## src/rtl/wdog_pkg.sv

```systemverilog
package wdog_pkg;

    localparam int TC_W   = 16;
    localparam int ADDR_W = 4;
    localparam int DATA_W = 32;

    localparam logic [ADDR_W-1:0] OFF_CTRL = 4'h4;
    localparam logic [ADDR_W-1:0] OFF_CNT  = 4'h8;
    localparam logic [ADDR_W-1:0] OFF_SVC  = 4'hE;

    localparam logic [15:0] KEY_FIRST  = 16'h556C;
    localparam logic [15:0] KEY_SECOND = 16'hAA39;

    typedef struct packed {
        logic [TC_W-1:0] tc;
        logic [7:0]      mon_time;
        logic            mon_en;
        logic [2:0]      unused;
        logic            freeze;
        logic            en;
        logic            act_rst;
        logic            pre;
    } wd_ctrl_t;

    typedef enum logic {
        SVC_IDLE  = 1'b0,
        SVC_ARMED = 1'b1
    } svc_state_e;

    function automatic wd_ctrl_t ctrl_from_word(input logic [DATA_W-1:0] w);
        wd_ctrl_t c;
        c        = wd_ctrl_t'(w);
        c.unused = '0;
        return c;
    endfunction

endpackage

```

## src/rtl/wdog_regs.sv

```systemverilog
module wdog_regs
    import wdog_pkg::*;
(
    input  logic                clk,
    input  logic                rst,
    input  logic                bus_wr,
    input  logic [ADDR_W-1:0]   bus_addr,
    input  logic [DATA_W-1:0]   bus_wdata,
    output wd_ctrl_t            ctrl_q,
    output logic                arm_load,
    output logic [TC_W-1:0]     arm_tc
);
    wd_ctrl_t ctrl_nxt;
    logic     wr_ctrl;

    assign wr_ctrl  = bus_wr && (bus_addr == OFF_CTRL);
    assign ctrl_nxt = ctrl_from_word(bus_wdata);
    assign arm_load = wr_ctrl && ctrl_nxt.en && !ctrl_q.en;
    assign arm_tc   = ctrl_nxt.tc;

    always_ff @(posedge clk) begin
        if (rst) begin
            ctrl_q <= '0;
        end else if (wr_ctrl) begin
            ctrl_q <= ctrl_nxt;
        end
    end
endmodule

```

## src/rtl/wdog_svc.sv

```systemverilog
module wdog_svc
    import wdog_pkg::*;
(
    input  logic              clk,
    input  logic              rst,
    input  logic              bus_wr,
    input  logic [ADDR_W-1:0] bus_addr,
    input  logic [15:0]       key,
    output logic              kick
);
    svc_state_e state_q, state_nxt;
    logic       svc_wr;

    assign svc_wr = bus_wr && (bus_addr == OFF_SVC);

    always_comb begin
        state_nxt = state_q;
        kick      = 1'b0;
        if (svc_wr) begin
            case (state_q)
                SVC_IDLE:  state_nxt = (key == KEY_FIRST) ? SVC_ARMED : SVC_IDLE;
                SVC_ARMED: begin
                    kick      = (key == KEY_SECOND);
                    state_nxt = SVC_IDLE;
                end
                default:   state_nxt = SVC_IDLE;
            endcase
        end
    end

    always_ff @(posedge clk) begin
        if (rst) state_q <= SVC_IDLE;
        else     state_q <= state_nxt;
    end
endmodule

```

## src/rtl/wdog_core.sv

```systemverilog
module wdog_core
    import wdog_pkg::*;
#(
    parameter int PRESCALE_DIV = 2048
) (
    input  logic            clk,
    input  logic            rst,
    input  logic            en,
    input  logic            pre,
    input  logic            act_rst,
    input  logic [TC_W-1:0] tc,
    input  logic            arm_load,
    input  logic [TC_W-1:0] arm_tc,
    input  logic            kick,
    output logic [TC_W-1:0] cnt_q,
    output logic            rst_req,
    output logic            nmi_req
);
    logic tick;
    logic expire;

    generate
        if (PRESCALE_DIV > 1) begin : g_presc
            localparam int            PW    = $clog2(PRESCALE_DIV);
            localparam logic [PW-1:0] PLAST = PW'(PRESCALE_DIV - 1);
            logic [PW-1:0] presc_q;

            always_ff @(posedge clk) begin
                if (rst || arm_load || kick || !en || !pre) begin
                    presc_q <= '0;
                end else if (presc_q == PLAST) begin
                    presc_q <= '0;
                end else begin
                    presc_q <= presc_q + 1'b1;
                end
            end

            assign tick = en && (!pre || (presc_q == PLAST));
        end else begin : g_nopresc
            logic unused_pre;
            assign unused_pre = pre;
            assign tick       = en;
        end
    endgenerate

    assign expire = tick && (cnt_q == '0) && !arm_load && !kick;

    always_ff @(posedge clk) begin
        if (rst) begin
            cnt_q <= '0;
        end else if (arm_load) begin
            cnt_q <= arm_tc;
        end else if (kick) begin
            cnt_q <= tc;
        end else if (tick) begin
            cnt_q <= (cnt_q == '0) ? tc : cnt_q - 1'b1;
        end
    end

    always_ff @(posedge clk) begin
        if (rst) begin
            rst_req <= 1'b0;
            nmi_req <= 1'b0;
        end else begin
            rst_req <= expire && act_rst;
            nmi_req <= expire && !act_rst;
        end
    end
endmodule

```

## src/rtl/svc_watchdog.sv

```systemverilog
module svc_watchdog
    import wdog_pkg::*;
#(
    parameter int PRESCALE_DIV = 2048
) (
    input  logic        clk,
    input  logic        rst,
    input  logic        bus_wr,
    input  logic [3:0]  bus_addr,
    input  logic [31:0] bus_wdata,
    output logic [31:0] bus_rdata,
    output logic        rst_req,
    output logic        nmi_req
);
    wd_ctrl_t        ctrl_q;
    logic            arm_load;
    logic [TC_W-1:0] arm_tc;
    logic            kick;
    logic [TC_W-1:0] cnt_q;
    logic            ctrl_en, ctrl_pre;
    logic [TC_W-1:0] ctrl_tc;

    assign ctrl_en  = ctrl_q.en;
    assign ctrl_pre = ctrl_q.pre;
    assign ctrl_tc  = ctrl_q.tc;

    wdog_regs u_regs (
        .clk       (clk),
        .rst       (rst),
        .bus_wr    (bus_wr),
        .bus_addr  (bus_addr),
        .bus_wdata (bus_wdata),
        .ctrl_q    (ctrl_q),
        .arm_load  (arm_load),
        .arm_tc    (arm_tc)
    );

    wdog_svc u_svc (
        .clk      (clk),
        .rst      (rst),
        .bus_wr   (bus_wr),
        .bus_addr (bus_addr),
        .key      (bus_wdata[15:0]),
        .kick     (kick)
    );

    wdog_core #(.PRESCALE_DIV(PRESCALE_DIV)) u_core (
        .clk      (clk),
        .rst      (rst),
        .en       (ctrl_en),
        .pre      (ctrl_pre),
        .act_rst  (ctrl_q.act_rst),
        .tc       (ctrl_tc),
        .arm_load (arm_load),
        .arm_tc   (arm_tc),
        .kick     (kick),
        .cnt_q    (cnt_q),
        .rst_req  (rst_req),
        .nmi_req  (nmi_req)
    );

    always_comb begin
        case (bus_addr)
            OFF_CTRL: bus_rdata = ctrl_q;
            OFF_CNT:  bus_rdata = {{(DATA_W-TC_W){1'b0}}, cnt_q};
            default:  bus_rdata = '0;
        endcase
    end
endmodule

```

## config.mk

```make
export PLATFORM = sky130hd
export DESIGN_NAME = svc_watchdog
export DESIGN_NICKNAME = d
export VERILOG_FILES = /design/src/rtl/wdog_pkg.sv /design/src/rtl/wdog_regs.sv /design/src/rtl/wdog_svc.sv /design/src/rtl/wdog_core.sv /design/src/rtl/svc_watchdog.sv
export SDC_FILE = /design/constraint.sdc
export NUM_CORES = 1
export LEC_CHECK = 0
export BUFFER_PORTS_ARGS = -buffer_cell sky130_fd_sc_hd__buf_4
export CELL_PAD_IN_SITES_DETAIL_PLACEMENT = 0
export CELL_PAD_IN_SITES_GLOBAL_PLACEMENT = 1
export CORE_ASPECT_RATIO = 2
export CORE_MARGIN = 5
export CORE_UTILIZATION = 40
export DETAILED_ROUTE_END_ITERATION = 7
export MAX_ROUTING_LAYER = met4
export PLACE_DENSITY = 0.78
export SETUP_SLACK_MARGIN = 0.4
export SLEW_MARGIN = 20
export SYNTH_ARGS = -nofsm -noshare
export SYNTH_HDL_FRONTEND = slang
export SYNTH_SLANG_ARGS = --single-unit
```

## constraint.sdc

```tcl
create_clock -name clk -period 2.8 [get_ports clk]
set_input_delay 0.28 -clock clk [delete_from_list [all_inputs] [get_ports clk]]
set_output_delay 0.28 -clock clk [all_outputs]
set_load 0.01 [all_outputs]
```

==> insert_results.sql <==
INSERT INTO impl_metrics (metric_group, metric, value, unit) VALUES
('sta', 'fin_max_slew_vios', '0', ''),
('place', 'place_worst_setup_slack', '0.467', 'ns'),
('layout', 'drive_above_1_share', '0.247', ''),
('synthesis', 'synth_cell_types', '61', ''),
('clock_tree', 'clock_sink_count', '59', ''),
('power', 'cellPowerDensity', '557', 'nW/µm²'),
('critical_path', 'logic_depth_of_the_worst_register_to_register_path', '7', ''),
('critical_path', 'worstReg2RegStart', 'u_core.g_presc.presc_q[0]', ''),
('route', 'drt_iter0_drc', '223', ''),
('synthesis', 'synth_top_flop_cell', 'sky130_fd_sc_hd__dfxtp_1', ''),
('critical_path', 'startpoint_type', 'flip-flop', ''),
('clock_tree', 'cts.reportedPaths.clkPinSlew', '0.06', 'ns'),
('sta', 'finalCriticalPeriod', '2.24', 'ns'),
('synthesis', 'yosysSeqAreaShare', '0.366', ''),
('grt', 'grt_max_degree', '38', ''),
('synthesis', 'yosys_warnings', '0', ''),
('hold_path', 'whs_endpoint', 'u_regs.ctrl_q[7]', ''),
('power', 'internal_power', '1.74', 'mW'),
('power', 'ir_drop', '0.362', 'mV'),
('floorplanning', 'y_dimension_of_the_die', '137', 'µm'),
('layout', 'fin_nets', '515', ''),
('critical_path', 'required', '3.01', 'ns'),
('sta', 'grt_setup_unrepaired', 'false', ''),
('route', 'antenna_violating_nets_post_route', '0', ''),
('clock_tree', 'clkLatencyLatePin', '0.33', 'ns'),
('sta', 'timing.final.crit_share', '0.800', ''),
('sta', 'setup_tns', '0', 'ns'),
('layout', 'antennaDiodeCount', '0', ''),
('hold_path', 'min_from', 'bus_wdata[7]', ''),
('place', 'placed_area', '3810', 'µm²'),
('power', 'seqPwrFrac', '0.376', ''),
('floorplanning', 'ioPinCount', '73', ''),
('clock_tree', 'hold_buffers', '0', ''),
('critical_path', 'crit-reg2reg-capture', 'u_core.cnt_q[5]', ''),
('route', 'route.detailed.vias_per_inst', '5.63', ''),
('layout', 'area_growth_syn_to_layout', '28.3', '%'),
('floorplanning', 'placeableCoreArea', '7890', 'µm²'),
('layout', 'finalInstanceArea', '4140', 'µm²'),
('grt', 'grt_pass1_vias', '3247', ''),
('grt', 'groute.usage.overall', '0.219', ''),
('sta', 'fin_skew', '0.00441', 'ns'),
('route', 'num_vias', '3231', ''),
('critical_path', 'r2r_setup_slk', '0.56', 'ns'),
('power', 'power_leakage', '1.63', 'nW'),
('sta', 'achievable-frequency', '0.447', 'GHz'),
('power', 'power.net_switching', '0.567', 'mW'),
('run_status', 'outcome', 'finished, final reports clean', ''),
('critical_path', 'timing.critical_path.arrival', '2.45', 'ns'),
('route', 'first_pass_iters', '4', ''),
('power', 'pwr-share-comb', '0.102', ''),
('floorplanning', 'floorplan.initialDensity', '0.409', ''),
('clock_tree', 'cts.path.max_buffers', '2', ''),
('synthesis', 'synth_area', '3230', 'µm²'),
('power', 'p_total', '2.30', 'mW'),
('sta', 'slew_at_the_pin_closest_to_its_max_slew_limit', '0.594', 'ns'),
('clock_tree', 'num_cts_buffers', '9', ''),
('place', 'placed_wire_length_estimate_after_detailed_placement', '7680', 'µm'),
('critical_path', 'critical_path.max_fanout', '14', ''),
('power', 'clockPowerShare', '0.522', ''),
('floorplanning', 'overall_die_area', '10100', 'µm²'),
('run', 'cap_viol_max_count', '0', ''),
('grt', 'grt_pass1_wl', '16300', 'µm'),
('power', 'power.share.switching', '0.246', ''),
('synthesis', 'synth_edf_count', '0', ''),
('clock_tree', 'htree_levels', '3', ''),
('critical_path', 'timing.critical_path.slowest_cell_delay', '0.41', 'ns'),
('clock_tree', 'tritoncts_clock_tree', 'yes', ''),
('floorplanning', 'overall_die_width', '73.5', 'µm'),
('hold_path', 'min_path_cells', '3', ''),
('layout', 'filler_cell_count', '764', ''),
('route', 'routedWlPerCell', '18.0', 'µm');
## repair_timing
item	4_1_cts	5_1_grt
setup endpoints to repair	0	11
gates resized for setup	0	2
buffers inserted	0	0
## power groups by stage
stage | clock [mW] | sequential, mW | combinational (mW)
final | 1.20 | 0.866 | 0.235
after global routing | 1.27 | 0.868 | 0.259
after CTS | 1.22 | 0.866 | 0.234
after detailed placement | 0 | 0.884 | 0.233
after global placement | 0 | 0.884 | 0.230
after floorplan | 0 | 0.877 | 0.149
## registers in the layout (all words and copies together) (netlist names)
register / flops
u_core.cnt_q: 16
u_core.g_presc.presc_q: 11
u_core.nmi_req: 1
u_regs.ctrl_q: 29
u_svc.state_q: 1
u_core.rst_req: 1
## synth_stat cells (all sizes together), types with 3 or more instances
| cell type | number | area, µm² |
|---|---|---|
| nand2 | 79 | 297 |
| dfxtp | 59 | 1180 |
| nor2 | 38 | 143 |
| a21oi | 37 | 185 |
| and2 | 22 | 138 |
| clkbuf | 17 | 66.3 |
| a22o | 13 | 114 |
| buf | 12 | 87.6 |
| nor3 | 11 | 82.6 |
| o221ai | 11 | 96.3 |
| nand3 | 10 | 55.1 |
| o21ai | 10 | 50.1 |
| nand4 | 8 | 50.1 |
| inv | 7 | 26.3 |
| a31oi | 6 | 37.5 |
| xnor2 | 6 | 52.6 |
| nor4 | 5 | 56.3 |
| or2 | 5 | 33.8 |
| xor2 | 5 | 43.8 |
| o211ai | 4 | 30.0 |
| or3 | 4 | 30.0 |
| a211oi | 3 | 27.5 |
| ha | 3 | 37.5 |
| nor3b | 3 | 22.5 |
## critical path, delay by kind of cell (launching register included)
| kind | cells | cell delay [ns] |
|---|---|---|
| AO/OA/AOI/OAI | 2 | 0.77 |
| buffers and inverters | 1 | 0.21 |
| adder cells (fa/ha/maj) | 1 | 0.21 |
| AND/OR/NAND/NOR | 3 | 0.56 |
| flip-flops | 1 | 0.36 |
## how the worst max path moves through the flow
| stage | startpoint | depth (start not counted) | slack [ns] | to |
|---|---|---|---|---|
| finish | u_core.g_presc.presc_q[0] | 7 | 0.56 | u_core.cnt_q[5] |
| floorplan | u_core.g_presc.presc_q[0] | 8 | 0.88 | u_core.cnt_q[5] |
| global placement | u_core.cnt_q[0] | 8 | 0.57 | u_core.cnt_q[6] |
| CTS | u_core.cnt_q[0] | 8 | 0.45 | u_core.cnt_q[3] |
| detailed placement | u_core.cnt_q[0] | 8 | 0.47 | u_core.cnt_q[2] |
| global route | u_core.g_presc.presc_q[0] | 7 | 0.44 | u_core.cnt_q[7] |
## routing by layer
metal | share of wire | global-route usage
met4 | 0.031 | 0.0887
met3 | 0.038 | 0.0449
met2 | 0.55 | 0.378
met1 | 0.38 | 0.240
met5 | 0 | -
## cell type report
class / count / area, µm² / share of cell area
Multi-Input combinational cell: 315 / 1880 / 0.454
Timing Repair Buffer: 81 / 608 / 0.147
Clock buffer: 9 / 225 / 0.0544
Clock inverter: 7 / 100 / 0.0242
Sequential cell: 59 / 1180 / 0.285
Inverter: 7 / 26.3 / 0.00635
Tap cell: 96 / 120 / 0.0290
## logic make-up (layout without fill, tap and decap cells)
group                      after synthesis  count (layout)  synth area share
AOI/OAI and AO/OA                      100             100             0.210
and+or+nand+nor                        201             201             0.327
xor gates and xnor gates                11              11            0.0299
buffers and inverters                   36             104            0.0559
DFF                                     59              59             0.366
adders and majority gates                3               3            0.0116
## placed cells by master (no fill, tap or decap), types with 2 or more instances in the layout
cell type                    instances
sky130_fd_sc_hd__buf_4              81
sky130_fd_sc_hd__nand2_1            79
sky130_fd_sc_hd__dfxtp_1            59
sky130_fd_sc_hd__a21oi_1            37
sky130_fd_sc_hd__nor2_1             36
sky130_fd_sc_hd__and2_1             21
sky130_fd_sc_hd__a22o_1             13
sky130_fd_sc_hd__o221ai_1           11
sky130_fd_sc_hd__o21ai_0            10
sky130_fd_sc_hd__nand3_1             9
sky130_fd_sc_hd__clkbuf_16           9
sky130_fd_sc_hd__nand4_1             8
sky130_fd_sc_hd__nor3_1              8
sky130_fd_sc_hd__inv_1               7
sky130_fd_sc_hd__xnor2_1             6
sky130_fd_sc_hd__a31oi_1             6
sky130_fd_sc_hd__xor2_1              5
sky130_fd_sc_hd__or2_2               4
sky130_fd_sc_hd__nor4_2              4
sky130_fd_sc_hd__o211ai_1            4
sky130_fd_sc_hd__nor3b_1             3
sky130_fd_sc_hd__or3_1               3
sky130_fd_sc_hd__ha_1                3
sky130_fd_sc_hd__clkinvlp_4          3
sky130_fd_sc_hd__nor4bb_1            2
sky130_fd_sc_hd__nor3_4              2
sky130_fd_sc_hd__or4_1               2
sky130_fd_sc_hd__a21boi_0            2
sky130_fd_sc_hd__a211oi_1            2
sky130_fd_sc_hd__and3_1              2
sky130_fd_sc_hd__o22ai_1             2
sky130_fd_sc_hd__nor2_2              2
sky130_fd_sc_hd__bufinv_16           2
sky130_fd_sc_hd__inv_6               2
## per-stage QoR
step | hold WS [ns] | util | cells
global route | 0.194 | 0.525 | 574
floorplan | 0.416 | - | 410
CTS | 0.193 | 0.524 | 574
finish | 0.197 | 0.525 | 574
global placement | 0.439 | 0.483 | 558
detailed placement | 0.447 | 0.483 | 558
Note: power is estimated with default switching activity, not from simulation.
